==> src/rtl/cfg_loader_pkg.sv <==
package cfg_loader_pkg;

    localparam int HDR_BYTES = 16;
    localparam int LEN_BYTES = 4;
    localparam int PAD_BYTES = 5;

    typedef enum logic [3:0] {
        ST_IDLE,
        ST_RST,
        ST_SET1,
        ST_SET2,
        ST_HDR,
        ST_PAY,
        ST_DRAIN,
        ST_PAD,
        ST_CHK,
        ST_SET3
    } ld_state_e;

    typedef struct packed {
        logic       strb;
        logic [7:0] data;
    } port_beat_t;

    function automatic logic too_short(input logic [31:0] sz);
        return sz < 32'(HDR_BYTES);
    endfunction

endpackage

==> src/rtl/cfg_settle_timer.sv <==
module cfg_settle_timer #(
    parameter int W = 16
) (
    input  logic         clk,
    input  logic         rst,
    input  logic         load,
    input  logic [W-1:0] load_val,
    output logic         expired
);
    logic [W-1:0] cnt_q;

    always_ff @(posedge clk) begin
        if (rst) begin
            cnt_q <= '0;
        end else if (load) begin
            cnt_q <= load_val;
        end else if (cnt_q != '0) begin
            cnt_q <= cnt_q - 1'b1;
        end
    end

    assign expired = (cnt_q == '0);
endmodule

==> src/rtl/cfg_hdr_capture.sv <==
module cfg_hdr_capture #(
    parameter int SIZE_W = 32,
    parameter int HDR_N  = 16,
    parameter int LEN_N  = 4
) (
    input  logic              clk,
    input  logic              rst,
    input  logic              clear,
    input  logic              take,
    input  logic [7:0]        data,
    output logic [SIZE_W-1:0] len_o,
    output logic              last_o
);
    localparam int IDX_W = $clog2(HDR_N);

    logic [IDX_W-1:0]  idx_q;
    logic [SIZE_W-1:0] len_q;

    always_ff @(posedge clk) begin
        if (rst || clear) begin
            idx_q <= '0;
            len_q <= '0;
        end else if (take) begin
            idx_q <= idx_q + 1'b1;
            if (idx_q < IDX_W'(LEN_N)) begin
                len_q <= {len_q[SIZE_W-9:0], data};
            end
        end
    end

    assign len_o  = len_q;
    assign last_o = take && (idx_q == IDX_W'(HDR_N - 1));
endmodule

==> src/rtl/cfg_image_loader.sv <==
module cfg_image_loader
    import cfg_loader_pkg::*;
#(
    parameter int SIZE_W = 32,
    parameter int SET_W  = 16
) (
    input  logic              clk,
    input  logic              rst,
    input  logic              start_i,
    input  logic [SIZE_W-1:0] image_size_i,
    input  logic [SET_W-1:0]  settle_cycles_i,
    input  logic              in_valid_i,
    input  logic [7:0]        in_data_i,
    output logic              in_ready_o,
    output logic              cfg_strobe_o,
    output logic [7:0]        cfg_data_o,
    output logic              tgt_reset_o,
    input  logic              tgt_err_i,
    output logic              busy_o,
    output logic              done_o,
    output logic              error_o,
    output logic              irq_en_o
);
    localparam int PAD_W = $clog2(PAD_BYTES + 1);

    ld_state_e         st_q;
    logic [SIZE_W-1:0] size_q;
    logic [SIZE_W-1:0] taken_q;
    logic [SIZE_W-1:0] rem_q;
    logic [PAD_W-1:0]  pad_q;
    port_beat_t        beat_q;
    logic              done_q, err_q, irq_q;

    logic              accept;
    logic              tmr_load, tmr_exp;
    logic              hdr_take, hdr_last;
    logic [SIZE_W-1:0] hdr_len;

    always_comb begin
        unique case (st_q)
            ST_HDR, ST_PAY: in_ready_o = 1'b1;
            ST_DRAIN:       in_ready_o = (taken_q < size_q);
            default:        in_ready_o = 1'b0;
        endcase
    end

    assign accept   = in_valid_i && in_ready_o;
    assign hdr_take = accept && (st_q == ST_HDR);
    assign tmr_load = (st_q == ST_RST)
                   || (st_q == ST_SET1 && tmr_exp)
                   || (st_q == ST_CHK && !tgt_err_i);

    cfg_settle_timer #(.W(SET_W)) i_timer (
        .clk      (clk),
        .rst      (rst),
        .load     (tmr_load),
        .load_val (settle_cycles_i),
        .expired  (tmr_exp)
    );

    cfg_hdr_capture #(
        .SIZE_W (SIZE_W),
        .HDR_N  (HDR_BYTES),
        .LEN_N  (LEN_BYTES)
    ) i_hdr (
        .clk    (clk),
        .rst    (rst),
        .clear  (st_q == ST_IDLE),
        .take   (hdr_take),
        .data   (in_data_i),
        .len_o  (hdr_len),
        .last_o (hdr_last)
    );

    always_ff @(posedge clk) begin
        if (rst) begin
            st_q    <= ST_IDLE;
            size_q  <= '0;
            taken_q <= '0;
            rem_q   <= '0;
            pad_q   <= '0;
            beat_q  <= '0;
            done_q  <= 1'b0;
            err_q   <= 1'b0;
            irq_q   <= 1'b0;
        end else begin
            beat_q <= '0;
            unique case (st_q)
                ST_IDLE: begin
                    if (start_i) begin
                        done_q <= 1'b0;
                        irq_q  <= 1'b0;
                        if (too_short(32'(image_size_i))) begin
                            err_q <= 1'b1;
                        end else begin
                            err_q   <= 1'b0;
                            size_q  <= image_size_i;
                            taken_q <= '0;
                            st_q    <= ST_RST;
                        end
                    end
                end
                ST_RST: st_q <= ST_SET1;
                ST_SET1: begin
                    if (tmr_exp) begin
                        beat_q <= '{strb: 1'b1, data: 8'h00};
                        st_q   <= ST_SET2;
                    end
                end
                ST_SET2: begin
                    if (tmr_exp) st_q <= ST_HDR;
                end
                ST_HDR: begin
                    if (accept) begin
                        taken_q <= taken_q + 1'b1;
                        if (hdr_last) begin
                            rem_q <= hdr_len;
                            st_q  <= (hdr_len == '0) ? ST_DRAIN : ST_PAY;
                        end
                    end
                end
                ST_PAY: begin
                    if (accept) begin
                        taken_q <= taken_q + 1'b1;
                        beat_q  <= '{strb: 1'b1, data: in_data_i};
                        rem_q   <= rem_q - 1'b1;
                        if (rem_q == SIZE_W'(1)) st_q <= ST_DRAIN;
                    end
                end
                ST_DRAIN: begin
                    if (accept) begin
                        taken_q <= taken_q + 1'b1;
                    end else if (!(taken_q < size_q)) begin
                        pad_q <= '0;
                        st_q  <= ST_PAD;
                    end
                end
                ST_PAD: begin
                    beat_q <= '{strb: 1'b1, data: 8'h00};
                    pad_q  <= pad_q + 1'b1;
                    if (pad_q == PAD_W'(PAD_BYTES - 1)) st_q <= ST_CHK;
                end
                ST_CHK: begin
                    if (tgt_err_i) begin
                        err_q <= 1'b1;
                        st_q  <= ST_IDLE;
                    end else begin
                        st_q <= ST_SET3;
                    end
                end
                ST_SET3: begin
                    if (tmr_exp) begin
                        done_q <= 1'b1;
                        irq_q  <= 1'b1;
                        st_q   <= ST_IDLE;
                    end
                end
                default: st_q <= ST_IDLE;
            endcase
        end
    end

    assign cfg_strobe_o = beat_q.strb;
    assign cfg_data_o   = beat_q.data;
    assign tgt_reset_o  = (st_q == ST_RST);
    assign busy_o       = (st_q != ST_IDLE);
    assign done_o       = done_q;
    assign error_o      = err_q;
    assign irq_en_o     = irq_q;
endmodule

==> config.mk <==
export PLATFORM = sky130hd
export DESIGN_NAME = cfg_image_loader
export DESIGN_NICKNAME = d
export VERILOG_FILES = /design/src/rtl/cfg_loader_pkg.sv /design/src/rtl/cfg_settle_timer.sv /design/src/rtl/cfg_hdr_capture.sv /design/src/rtl/cfg_image_loader.sv
export SDC_FILE = /design/constraint.sdc
export NUM_CORES = 1
export LEC_CHECK = 0
export ABC_AREA = 1
export BUFFER_PORTS_ARGS = -buffer_cell sky130_fd_sc_hd__buf_4
export CAP_MARGIN = 10
export CORE_ASPECT_RATIO = 1.75
export CORE_MARGIN = 2
export CORE_UTILIZATION = 63
export CTS_BUF_LIST = sky130_fd_sc_hd__clkbuf_4
export CTS_CLUSTER_DIAMETER = 50
export DETAILED_ROUTE_END_ITERATION = 8
export GPL_ROUTABILITY_DRIVEN = 0
export PLACE_DENSITY = 0.83
export RECOVER_POWER = 50
export SYNTH_ARGS = -nofsm -noshare
export SYNTH_HDL_FRONTEND = slang
export SYNTH_SLANG_ARGS = --single-unit
==> constraint.sdc <==
create_clock -name clk -period 2.8 [get_ports clk]
set_clock_uncertainty 0.1 [all_clocks]
set_input_delay 0.28 -clock clk [delete_from_list [all_inputs] [get_ports clk]]
set_output_delay 0.28 -clock clk [all_outputs]
set_load 0.01 [all_outputs]
# Word-level counts from Yosys, hierarchy flattened
# Index checks and enable logic that the tools add are counted.
[op_classes]
add_sub_neg = 5
magnitude_cmp = 3
n_eq_ne = 26
muxes = 39
n_bitwise = 1
reduce_logical = 30
[op_table]
columns = ["op", "n"]
rows = [
  ["32-bit 2-to-1 mux", 6],
  ["32-bit case mux with 2 select lines", 2],
  ["4-bit 2-to-1 mux", 13],
  ["4-bit case mux with 10 select lines", 1],
  ["32-bit by 1-bit adder with 32-bit output (second input constant)", 1],
  ["32-bit by 1-bit == test with 1-bit output (second input constant)", 1],
  ["32-bit logical NOT", 1],
  ["32-bit < comparator", 1],
  ["32-bit by 5-bit < comparator with 1-bit output (second input constant)", 1],
  ["16-bit 2-to-1 mux", 2],
  ["32-bit by 1-bit subtractor with 32-bit output (second input constant)", 1],
  ["9-bit case mux with 3 select lines", 1],
  ["2-bit != test (second input constant)", 13],
  ["9-bit 2-to-1 mux", 2],
  ["4-bit by 3-bit == test with 1-bit output (second input constant)", 4],
  ["16-bit logical NOT", 1],
  ["16-bit nonzero test", 1],
  ["16-bit by 1-bit subtractor with 16-bit output (second input constant)", 1],
  ["4-bit == test (second input constant)", 3],
  ["12-bit AND reduction", 1],
  ["3-bit AND reduction", 4],
  ["2-bit nonzero test", 6],
  ["4-bit by 2-bit == test with 1-bit output (second input constant)", 2],
  ["4-bit AND reduction", 2],
  ["other kinds (20)", 33],
]
[word_totals]
reg_bits = 166
in_bits = 61
out_inout_bits = 15
word_cells = 116

# Logic depth before layout (Yosys ltp)
# Gate-level depths: netlist (run 1).
[logic_depth]
word_depth = 9
mapped_depth = 18
depth_no_buf = 17

# By module
# From an unflattened synthesis (run 1), not the netlist that was laid out.
[hier_totals]
cells_unflattened = 1484
hier_area_um2 = 9890.7
[by_module_without_submodules]
columns = ["module", "n_inst", "cells_per_inst", "area_per_inst_um2", "seq_area_each_um2"]
rows = [
  ["cfg_image_loader", 1, 1102, 7153.1, 2282.2],
  ["cfg_hdr_capture", 1, 203, 1622.8, 720.7],
  ["cfg_settle_timer", 1, 179, 1114.8, 320.3],
]

# Worst setup path after synthesis (run 1)
# No wires, ideal clock.
[synth_timing]
path_kind = "flip-flop to flip-flop"
start = "register size_q[31]"
end = "register taken_q[1]"
setup_time_ns = 0.116
arrival_time_ns = 1.855
t_required_ns = 2.584
path_slack_ns = 0.729
stages_incl_launch_ff = 15
path_buffers = 1
period_less_slack_ns = 2.071
cell_sequence = "dfxtp_1 inv_1 ha_1 nand2_1 nor2_1 nand4_1 nor4_1 nand2_1 nand2_2 nand2_2 nand2_2 nand2_2 buf_6 nor2_1 nor2_1"
[synth_between]
elab_chain_cells = 5
[synth_rtl]
columns = ["item", "line_no", "text"]
rows = [
  ["from (decl)", "cfg_image_loader.sv:27", "logic [SIZE_W-1:0] size_q;"],
  ["from (signal assigned)", "cfg_image_loader.sv:97", "size_q <= image_size_i;"],
  ["32-bit < comparator", "cfg_image_loader.sv:42", "ST_DRAIN: in_ready_o = (taken_q < size_q);"],
  ["1-bit case mux with 2 select lines", "cfg_image_loader.sv:40", "unique case (st_q)"],
  ["net in_ready_o", "cfg_image_loader.sv:14", "output logic in_ready_o,"],
  ["1-bit logical AND", "cfg_image_loader.sv:47", "assign accept = in_valid_i && in_ready_o;"],
  ["2-bit by 1-bit != test with 1-bit output (no line)", "--", ""],
  ["4-bit AND reduction (no line)", "--", ""],
  ["to (signal assigned)", "cfg_image_loader.sv:115", "taken_q <= taken_q + 1'b1;"],
  ["to (signal assigned)", "cfg_image_loader.sv:124", "taken_q <= taken_q + 1'b1;"],
  ["to (signal assigned)", "cfg_image_loader.sv:132", "taken_q <= taken_q + 1'b1;"],
  ["to (decl)", "cfg_image_loader.sv:28", "logic [SIZE_W-1:0] taken_q;"],
]
# The timed path passes the listed nets, and every way through them passes these cells.
# A chain may end at the register's enable or synchronous reset.

# Worst setup path in the final report (run 1)
[layout_timing]
start = "input image_size_i[20]"
end = "register size_q[2]"
[layout_between]
elab_chain_cells = 3
[layout_rtl]
columns = ["item", "line_no", "text"]
rows = [
  ["from (decl)", "cfg_image_loader.sv:10", "input logic [SIZE_W-1:0] image_size_i,"],
  ["32-bit by 5-bit < comparator with 1-bit output", "cfg_loader_pkg.sv:26", "return sz < 32'(HDR_BYTES);"],
  ["1-bit NOT (no line)", "--", ""],
  ["3-bit AND reduction (no line)", "--", ""],
]
# Every way passes these cells.

==> results of run 1 <==
[stage by stage]
| step | cells | power [µW] | hold slack [ns] | worst slack [ns] | utilization [%] |
|---|---|---|---|---|---|
| 2_1_floorplan | 1366 | 5671 | 0.3274 | 0.7291 | - |
| 3_3_place_gp | 1590 | 6490 | 0.3459 | 0.3760 | 68.43 |
| 3_5_place_dp | 1590 | 6559 | 0.3515 | 0.2551 | 68.43 |
| 4_1_cts | 1680 | 8178 | 0.03535 | 0.09394 | 74.59 |
| 5_1_grt | 1681 | 8776 | 0.04704 | 0.001997 | 74.04 |
| 6_report | 1681 | 8215 | 0.02832 | 0.1240 | 74.04 |
[cell families (layout without fill, tap and decap cells)]
logic type / count (synthesis) / count (layout) / share of synthesized area [%]
compound gates: 309 / 309 / 17.67
flops: 166 / 166 / 35.36
buf+inv: 218 / 349 / 9.611
other cells: 0 / 1 / 0
simple gates: 581 / 581 / 27.28
xor+xnor: 54 / 54 / 5.032
fa+ha+maj: 38 / 38 / 5.059
[power groups by stage]
| stage | clock [µW] | combinational, µW | sequential [µW] |
|---|---|---|---|
| global route | 1660 | 4120 | 3000 |
| detailed placement | 0 | 3570 | 2990 |
| CTS | 1590 | 3650 | 2940 |
| global placement | 0 | 3500 | 2990 |
| floorplan | 0 | 2730 | 2940 |
| finish | 1570 | 3690 | 2950 |
[cell type report]
cell class,count,area (µm²)
diodes,1,2.502
inverters,158,593.1
multi-input cells,982,5162
repair buffers,159,1290
fillers,1261,3832
well taps,183,229.0
clock inverters,15,201.4
flip-flops and latches,166,3326
clock buffers,17,127.6
[synthesized netlist by cell type (12+ instances only)]
cell type  number  share of area (%)
ha_1           38                5.1
clkbuf_1       35                1.4
nand2_1       222                8.9
nor3_1         33                1.8
inv_1         151                6.0
dfxtp_1       166                 35
nand4_1        26                1.7
a21oi_1       153                8.1
o21ai_1        12               0.64
xor2_1         34                3.2
o21ai_0       110                5.9
xnor2_1        20                1.9
nand3_1        63                3.4
nor2_1        188                7.5
[worst max-delay path: cells and delay by family]
family	cells	cell delay (ns)
buffers and inverters	3	1.11
AND/OR/NAND/NOR	4	1.39
AO/OA/AOI/OAI	2	0.29
[worst min path at each step]
stage                   startpoint           endpoint  slack (ns)  cells past startpoint
6_report                   start_i           irq_en_o        0.03                      4
5_1_grt                    start_i           irq_en_o        0.05                      4
4_1_cts                    start_i           irq_en_o        0.04                      4
3_5_place_dp            size_q[16]         size_q[16]        0.35                      2
3_3_place_gp            size_q[15]         size_q[15]        0.35                      2
2_1_floorplan  settle_cycles_i[10]  i_timer.cnt_q[10]        0.33                      2
[what timing repair did]
item,4_1_cts,5_1_grt
gates resized for setup,0,5
endpoints found under the setup margin,0,33
hold buffers,58,0
endpoints found under the hold margin,70,0
[metal layers]
layer | routed length, µm | vias up | share of wire (%) | global-route usage (%)
met4 | 1868 | 0 | 6.9 | 23.11
met5 | 0 | - | 0 | 0
met3 | 1222 | 130 | 4.5 | 5.898
li1 | - | 4744 | - | -
met2 | 14530 | 315 | 54 | 63.01
met1 | 9410 | 4413 | 35 | 34.23
[registers in the layout, summed over array words and instances, names as in the netlist, 3 cells and up]
register / count
i_hdr.len_o: 32
rem_q: 32
size_q: 32
taken_q: 32
i_timer.cnt_q: 16
cfg_data_o: 8
i_hdr.idx_q: 4
st_q: 4
pad_q: 3
==> impl_metrics.json, run 1 <==
{
  "status": "completed",
  "cpPeakStageDelay_ns": 0.55,
  "p_comb_share_pct": 44.9,
  "peakVddDrop_uv": 496.1,
  "syn2layout_area_growth_pct": 16.31,
  "p_int_uw": 4588,
  "drc": 0,
  "rsz0062_at_grt": "no",
  "ant_nets": 0,
  "start_kind": "input pin",
  "clkPwrFrac_pct": 19.1,
  "slew_headroom_pct": 21.55,
  "endpoint_kind": "flip-flop",
  "crit_required_ns": 3.20,
  "leakage_uw": 0.004455,
  "yosys_warnings": 0,
  "syn-num-nets": 1465,
  "startpoint": "image_size_i[20]",
  "p_per_area_nw_per_um2": 751.5,
  "viasPerCell": 5.712,
  "reg2reg_to": "i_hdr.len_o[11]",
  "antenna_found_initial": 1,
  "grt_pass1_vias": 9134,
  "clk_latency_ns": 0.58,
  "cts_sinks": 166,
  "worstRegToRegCells": 8,
  "htree_levels": 4,
  "dr.pass1.iters": 5,
  "drtIter0Drc": 581,
  "cp_cell_sequence": "dlygate4sd3_1 > clkbuf_4 > or2_2 > nor3_1 > nand3b_1 > nand3_2 > clkbuf_2 > o21ai_0 > a21oi_1",
  "core_area_um2": 14760,
  "synthCells": 1366,
  "fin_crit_ns": 2.676,
  "overflow": 0,
  "drive_gt1_share_pct": 10.15,
  "p_sw_share_pct": 44.15,
  "clockBufferDepth": 2,
  "synth-seq-cells": 166,
  "via_count": 9602,
  "max_freq_mhz": 373.7,
  "rr_startpoint": "st_q[1]",
  "path_clk_slew_ns": 0.15,
  "start_util_pct": 63.66,
  "cts_buffers": 17,
  "routed_wirelength_um": 27030,
  "finalInstanceArea_um2": 10930,
  "cts_root_buf": "clkbuf_4",
  "post-cts-setup-buffers": 0,
  "hold_path_class": "input pin to flip-flop",
  "die_area_um2": 15950,
  "rrSetupSlack_ns": 0.23,
  "syn_avg_cell_area_um2": 6.881,
  "hpwl_um": 19230,
  "critPathSlowestCell": "dlygate4sd3_1",
  "seq_area_frac_synth_pct": 35.36,
  "endpoint": "size_q[2]",
  "synthArstFlopShare_pct": 0,
  "cts_tree": "yes",
  "layout_common_cells": "nand2_1 (222), nor2_1 (188), dfxtp_1 (164), a21oi_1 (156), inv_1 (153)",
  "dpl_cell_area_um2": 10100,
  "path_max_fanout": 24,
  "nNetsFinal": 1583,
  "setup_viol": 0,
  "grt_max_degree": 54,
  "io_pins": 76,
  "maxCapViolCount": 0,
  "finalHoldViolCount": 0,
  "net-switching-power_uw": 3627,
  "post_drt_wl_per_cell_um": 16.08,
  "track_usage_pct": 34.37,
  "fp-row-count": 59,
  "timing.final.crit_share_pct": 95.57,
  "finalSetupTns_ns": 0,
  "tightest_slew_ns": 1.176,
  "seq_power_share_pct": 36.0,
  "final_common_cell": "nand2_1",
  "fp.dieH_um": 165.6,
  "crit_type": "input pin to flip-flop",
  "syn_area_um2": 9399,
  "ys.flop_type": "dfxtp_1",
  "arrival_ns": 3.08,
  "io_buffers": 75,
  "synth_edf_count": 0,
  "die_x_um": 96.33,
  "drv_slew": 0,
  "synth_cell_type_count": 45,
  "grt_pass1_wl_um": 42630
}
Power figures use the tool's default switching activity.
==> run 2: changes to the inputs <==
Settings changed: SYNTH_HIERARCHICAL set to 1.
==> run 2 against run 1 <==
Against the previous run: the flow now finishes with violations (negative setup slack); die area rose by 5.1%; critical path depth rose by 14; non-clock buffer count rose by 49; via count rose by 11%; worst setup slack got worse by 0.33 ns; cell count rose by 9.8%; clock power fell by 4%; sequential share of layout area fell by 2.8 points; worst hold slack got worse by 0.016 ns; power fell by 3.2%; critical path type is now flip-flop to flip-flop; largest cell class unchanged.
==> impl_metrics.json, run 2 <==
{
  "synthArstFlopShare_pct": 0,
  "rr_startpoint": "size_q[6]",
  "post_drt_wl_per_cell_um": 16.49,
  "yosys_warnings": 6,
  "path_max_fanout": 10,
  "min_path_cells": 5,
  "ant_nets": 0,
  "seq_area_frac_synth_pct": 33.60,
  "wl_met2_um": 16140,
  "synth_cell_type_count": 43,
  "fp-row-count": 60,
  "die_area_um2": 16760,
  "nNetsFinal": 1745,
  "yosysMostFrequentCell": "nand2_1",
  "cp_cell_sequence": "inv_2 > ha_1 > nand2_1 > nor2_1 > nor3_1 > nand2_1 > nand2_1 > nand2_1 > nand2_1 > nand2_2 > nand2_4 > nand2_4 > nor3_4 > nand3_2 > nor2_2 > o21ai_2 > buf_4 > nor2_4 > inv_4 > buf_8 > buf_4 > nand2_1 > a21oi_1",
  "numPlacedInstances": 1744,
  "slew_headroom_pct": 49.23,
  "syn_area_um2": 9891,
  "violations": "negative setup slack",
  "worstRegToRegCells": 23,
  "clk_latency_ns": 0.59,
  "ys_top_cells_by_area": "dfxtp_1 (34%), nand2_1 (12%), nor2_1 (8.8%)",
  "crit_type": "flip-flop to flip-flop",
  "routed.top_layer": "met4",
  "cts_sinks": 166,
  "syn_avg_cell_area_um2": 6.665,
  "grt_max_degree": 50,
  "syn2layout_area_growth_pct": 22.47,
  "hold_path_class": "input pin to flip-flop",
  "drc": 0,
  "syn-num-nets": 1583,
  "cpPeakStageDelay_ns": 0.35,
  "finalHoldWorstSlack_ns": 0.01244,
  "status": "complete, but fails checks",
  "tightest_slew_ns": 0.7607,
  "cts_tree": "yes",
  "setup_slack_ns": -0.2064,
  "core_area_um2": 15390,
  "leakage_uw": 0.004911,
  "drive_gt1_share_pct": 17.55,
  "routed_wirelength_um": 30430,
  "fp.dieH_um": 169.8,
  "io_buffers": 75,
  "clockBufferDepth": 2,
  "viasPerCell": 5.774,
  "p_per_area_nw_per_um2": 656.4,
  "endpoint_kind": "flip-flop",
  "timing.final.crit_share_pct": 107.4,
  "wl_met3_um": 1568,
  "layout_common_cells": "nand2_1 (308), nor2_1 (228), a21oi_1 (149), dfxtp_1 (148), inv_1 (136)",
  "io_pins": 76,
  "rrSetupSlack_ns": -0.21,
  "track_usage_pct": 35.25,
  "overflow": 0,
  "grt_pass1_wl_um": 47640,
  "start_util_pct": 64.27,
  "hpwl_um": 20290,
  "critPathTopFamily": "simple AND/OR/NAND/NOR gates",
  "htree_levels": 4,
  "synth_top_area_share_pct": 33.60,
  "yosys-top-cells-count": "nand2_1 (310), nor2_1 (231), a21oi_1 (172)",
  "synth_top_cell_by_area": "dfxtp_1",
  "cts_buffers": 17,
  "synthCells": 1484,
  "hold_path_startpoint": "settle_cycles_i[0]",
  "die_x_um": 98.72,
  "reg2reg_to": "rem_q[31]",
  "cp_common_cell": "nand2_1",
  "finalHoldViolCount": 0,
  "fin_crit_ns": 3.006,
  "post-place-ws_ns": -0.2095,
  "hold_path_end": "i_timer/cnt_q[0]",
  "arrival_ns": 3.34,
  "cp_num_buf_inv": 5,
  "critPathSlowestCell": "dfxtp_2",
  "grt_pass1_vias": 10190,
  "layout.cells.non_filler": 1845,
  "ys.flop_type": "dfxtp_1",
  "synth-seq-cells": 166,
  "setup_viol": 37,
  "wl_met1_um": 10500,
  "path_clk_slew_ns": 0.14,
  "antenna_found_initial": 1,
  "synth_edf_count": 0,
  "rsz0062_at_grt": "yes",
  "drtIter0Drc": 667,
  "peakVddDrop_uv": 404.1,
  "maxCapViolCount": 0,
  "drv_slew": 0,
  "power_uw": 7951,
  "dr.pass1.iters": 6,
  "final_common_cell": "nand2_1",
  "cts_root_buf": "clkbuf_4",
  "max_freq_mhz": 332.6,
  "start_kind": "flip-flop",
  "crit_required_ns": 3.13,
  "via_count": 10650
}
run 2: changes by cell type in the layout (fill, tap and decap cells not counted), sizes merged, moves of 16 or more:
cell / previous run / this run
buf: 82 / 142
nand2: 228 / 318
nand3: 63 / 80
nand3b: 3 / 35
nor2: 193 / 251
nor3: 37 / 21
o21ai: 122 / 87
run 2: report_power, final:
group	switching (µW)	internal, µW	total (µW)
Sequential	191	2660	2850
Clock	947	552	1500
Combinational	2320	1270	3600
Total	3460	4490	7950
run 2: routing by layer:
layer	vias to the layer above	GRT usage, %
met5	-	0
met4	0	24.12
met3	160	5.272
met2	435	66.58
met1	4921	34.48
li1	5137	-
run 2: final cells by class:
type	instances	area, µm²
inverter	155	584.3
multi-input combinational	1098	5921
fill	1097	3277
sequential	166	3348
timing repair buffer	208	1735
clock inverter	14	161.4
clock buffer	17	127.6
antenna	1	2.502
tap	186	232.7
run 2: kinds of logic after synthesis:
kind of cell	count (synthesis)	synth area share (%)
AOI/OAI and AO/OA	276	14.40
xor gates and xnor gates	49	4.415
adders and majority gates	38	4.807
buffers and inverters	220	9.753
DFF	166	33.60
and+or+nand+nor	735	33.03
run 2: stage by stage:
stage / util (%) / instance area (µm²) / TNS (ns)
after floorplan: - / 10030 / -4.656
after global placement: 71.02 / 10930 / -1.084
after detailed placement: 71.02 / 10930 / -3.435
after CTS: 77.63 / 11950 / -0.5284
after global routing: 78.71 / 12110 / -15.34
final: 78.71 / 12110 / -4.414
run 2: worst max-delay path by stage:
stage                          start   endpoint  slack (ns)  cells past startpoint
after global routing      taken_q[5]  rem_q[31]       -0.47                     22
final                      size_q[6]  rem_q[31]       -0.21                     23
after CTS                  size_q[3]    st_q[0]       -0.08                     24
after floorplan           taken_q[5]    st_q[0]       -0.21                     24
after global placement    size_q[31]    st_q[1]       -0.09                     20
after detailed placement  size_q[31]    st_q[0]       -0.21                     20
run 2: timing repair:
item / CTS / global route
hold buffers: 54 / 0
resized for setup: 35 / 42
pin swaps: 42 / 30
hold endpoints to repair: 61 / 0
setup endpoints to repair: 54 / 88
setup buffers: 5 / 11
run 2: worst reg2reg max path: stages, from the launching register on:
cell and delay [ns]:
dfxtp_2 0.35, inv_2 0.04, ha_1 0.28, nand2_1 0.08, nor2_1 0.05, nor3_1 0.18
nand2_1 0.08, nand2_1 0.06, nand2_1 0.07, nand2_1 0.08, nand2_2 0.08, nand2_4 0.08
nand2_4 0.05, nor3_4 0.14, nand3_2 0.11, nor2_2 0.13, o21ai_2 0.07, buf_4 0.14
nor2_4 0.15, inv_4 0.08, buf_8 0.15, buf_4 0.15, nand2_1 0.07, a21oi_1 0.09
==> run 3: changes to the inputs <==
Settings changed: CORE_UTILIZATION 63 to 35, PLACE_DENSITY 0.83 to not set.
==> run 3 against run 2 <==
Against the previous run: the flow still finishes with violations (negative setup slack); utilization decreased by 34 points; power about the same; wire length down 0.34%; design area up 3.4%; sequential share of layout area down 0.91 points; combinational power increased by 3%; critical path type unchanged; critical endpoint is now rem_q[5]; largest power group unchanged.
==> impl_metrics.json, run 3 (same netlist as run 2, synthesis figures left out) <==
{
  "setup_viol": 44,
  "maxCapViolCount": 0,
  "cts_root_buf": "clkbuf_4",
  "start_util_pct": 35.49,
  "endpoint_kind": "flip-flop",
  "power_uw": 7957,
  "worstRegToRegCells": 21,
  "cp_num_buf_inv": 4,
  "post-place-ws_ns": -0.2330,
  "cpPeakStageDelay_ns": 0.32,
  "setup_slack_ns": -0.1885,
  "routed_wirelength_um": 30320,
  "reg2reg_to": "rem_q[5]",
  "die_area_um2": 29670,
  "drtIter0Drc": 554,
  "htree_levels": 4,
  "dr.pass1.iters": 5,
  "numPlacedInstances": 1949,
  "rrSetupSlack_ns": -0.19,
  "clk_latency_ns": 0.64,
  "status": "complete, but fails checks",
  "tightest_slew_ns": 0.6117,
  "layout_common_cells": "nand2_1 (303), nor2_1 (229), dfxtp_1 (148), a21oi_1 (147), buf_4 (145)",
  "slew_headroom_pct": 59.22,
  "overflow": 0,
  "io_buffers": 75,
  "fp-row-count": 81,
  "track_usage_pct": 20.59,
  "nNetsFinal": 1767,
  "finalHoldViolCount": 0,
  "rr_startpoint": "size_q[21]",
  "drv_slew": 0,
  "drc": 0,
  "ant_nets": 0,
  "arrival_ns": 3.45,
  "final_common_cell": "nand2_1",
  "start_kind": "flip-flop",
  "crit_required_ns": 3.26,
  "hold_path_startpoint": "in_valid_i",
  "grt_pass1_vias": 9995,
  "post_drt_wl_per_cell_um": 14.76,
  "path_max_fanout": 9,
  "fin_util_pct": 44.95,
  "min_path_cells": 3,
  "path_clk_slew_ns": 0.14,
  "syn2layout_area_growth_pct": 26.65,
  "core_area_um2": 27870,
  "layout.cells.non_filler": 2054,
  "antenna_found_initial": 1,
  "cp_cell_sequence": "inv_1 > ha_4 > a21oi_2 > nor2_1 > nor2_1 > nand3_2 > a21oi_2 > nand2_2 > nand2_4 > nand2_4 > nor3_4 > nand3_2 > nor2_2 > o21ai_2 > buf_4 > nor2_4 > inv_6 > buf_12 > a31oi_1 > o21ai_1 > a21oi_1",
  "finalHoldWorstSlack_ns": 0.1570,
  "viasPerCell": 4.982,
  "hpwl_um": 22090,
  "violations": "negative setup slack",
  "rsz0062_at_grt": "yes",
  "grt_max_degree": 65,
  "via_count": 10230,
  "timing.final.crit_share_pct": 106.7,
  "crit_type": "flip-flop to flip-flop",
  "clockBufferDepth": 2,
  "io_pins": 76,
  "leakage_uw": 0.004999,
  "die_x_um": 131.1,
  "max_freq_mhz": 334.6,
  "critPathSlowestCell": "dfxtp_1",
  "hold_path_end": "cfg_data_o[6]",
  "drive_gt1_share_pct": 18.27,
  "cts_sinks": 166,
  "hold_path_class": "input pin to flip-flop",
  "grt_pass1_wl_um": 47650,
  "critPathTopFamily": "simple AND/OR/NAND/NOR gates",
  "p_per_area_nw_per_um2": 635.2,
  "n_fill_cell": 2856,
  "fp.dieH_um": 226.4,
  "peakVddDrop_uv": 323.6,
  "cts_buffers": 17,
  "cts_tree": "yes",
  "fin_crit_ns": 2.989
}
-- run 3: worst max-delay path by stage --
stage | start | to | slack (ns) | depth (start not counted)
3_5_place_dp | size_q[7] | st_q[0] | -0.23 | 22
6_report | size_q[21] | rem_q[5] | -0.19 | 21
3_3_place_gp | size_q[15] | st_q[1] | -0.06 | 22
4_1_cts | size_q[7] | st_q[0] | -0.17 | 22
5_1_grt | size_q[21] | st_q[0] | -0.45 | 20
2_1_floorplan | taken_q[5] | st_q[0] | -0.21 | 24
-- run 3: per-stage QoR --
stage          area, µm²  TNS (ns)
2_1_floorplan      10030    -4.656
3_3_place_gp       11310   -0.1638
3_5_place_dp       11310    -1.777
4_1_cts            12360   -0.9604
6_report           12530    -4.293
5_1_grt            12530    -21.59
-- run 3: layer usage --
layer / up-vias / global-route usage, % / part of all wire [%]
met5: - / 0 / 0
met4: 0 / 11.53 / 5.2
met3: 88 / 3.280 / 3.0
met2: 214 / 40.41 / 55
met1: 4759 / 19.52 / 37
li1: 5172 / - / -
-- run 3: worst min-delay path, cell delays in order --
cell     delay [ns]
buf_4          0.14
nand3_1        0.36
nor2_1         0.06
-- run 3: where the power goes --
part	switching [µW]	leakage (µW)	internal, µW
logic	2310	0.00350	1390
registers	178	0.00136	2660
clock network	878	0.000144	542
total	3360	0.00500	4600
-- run 3: layout make-up --
| class | count | area [µm²] | share of cell area [%] |
|---|---|---|---|
| tap | 373 | 466.7 | 3.726 |
| antenna | 1 | 2.502 | 0.01998 |
| sequential | 166 | 3348 | 26.73 |
| clock inverter | 11 | 107.6 | 0.8590 |
| inverter | 155 | 586.8 | 4.684 |
| multi-input combinational | 1098 | 5933 | 47.36 |
| clock buffer | 20 | 150.1 | 1.199 |
| timing repair buffer | 230 | 1932 | 15.42 |
-- run 3: timing repair --
item | CTS | global route
cloned | 2 | 0
resized for setup | 21 | 55
hold endpoints to repair | 84 | 0
pin swaps | 19 | 25
buffers inserted | 8 | 3
hold buffers | 61 | 0
setup endpoints to repair | 40 | 73
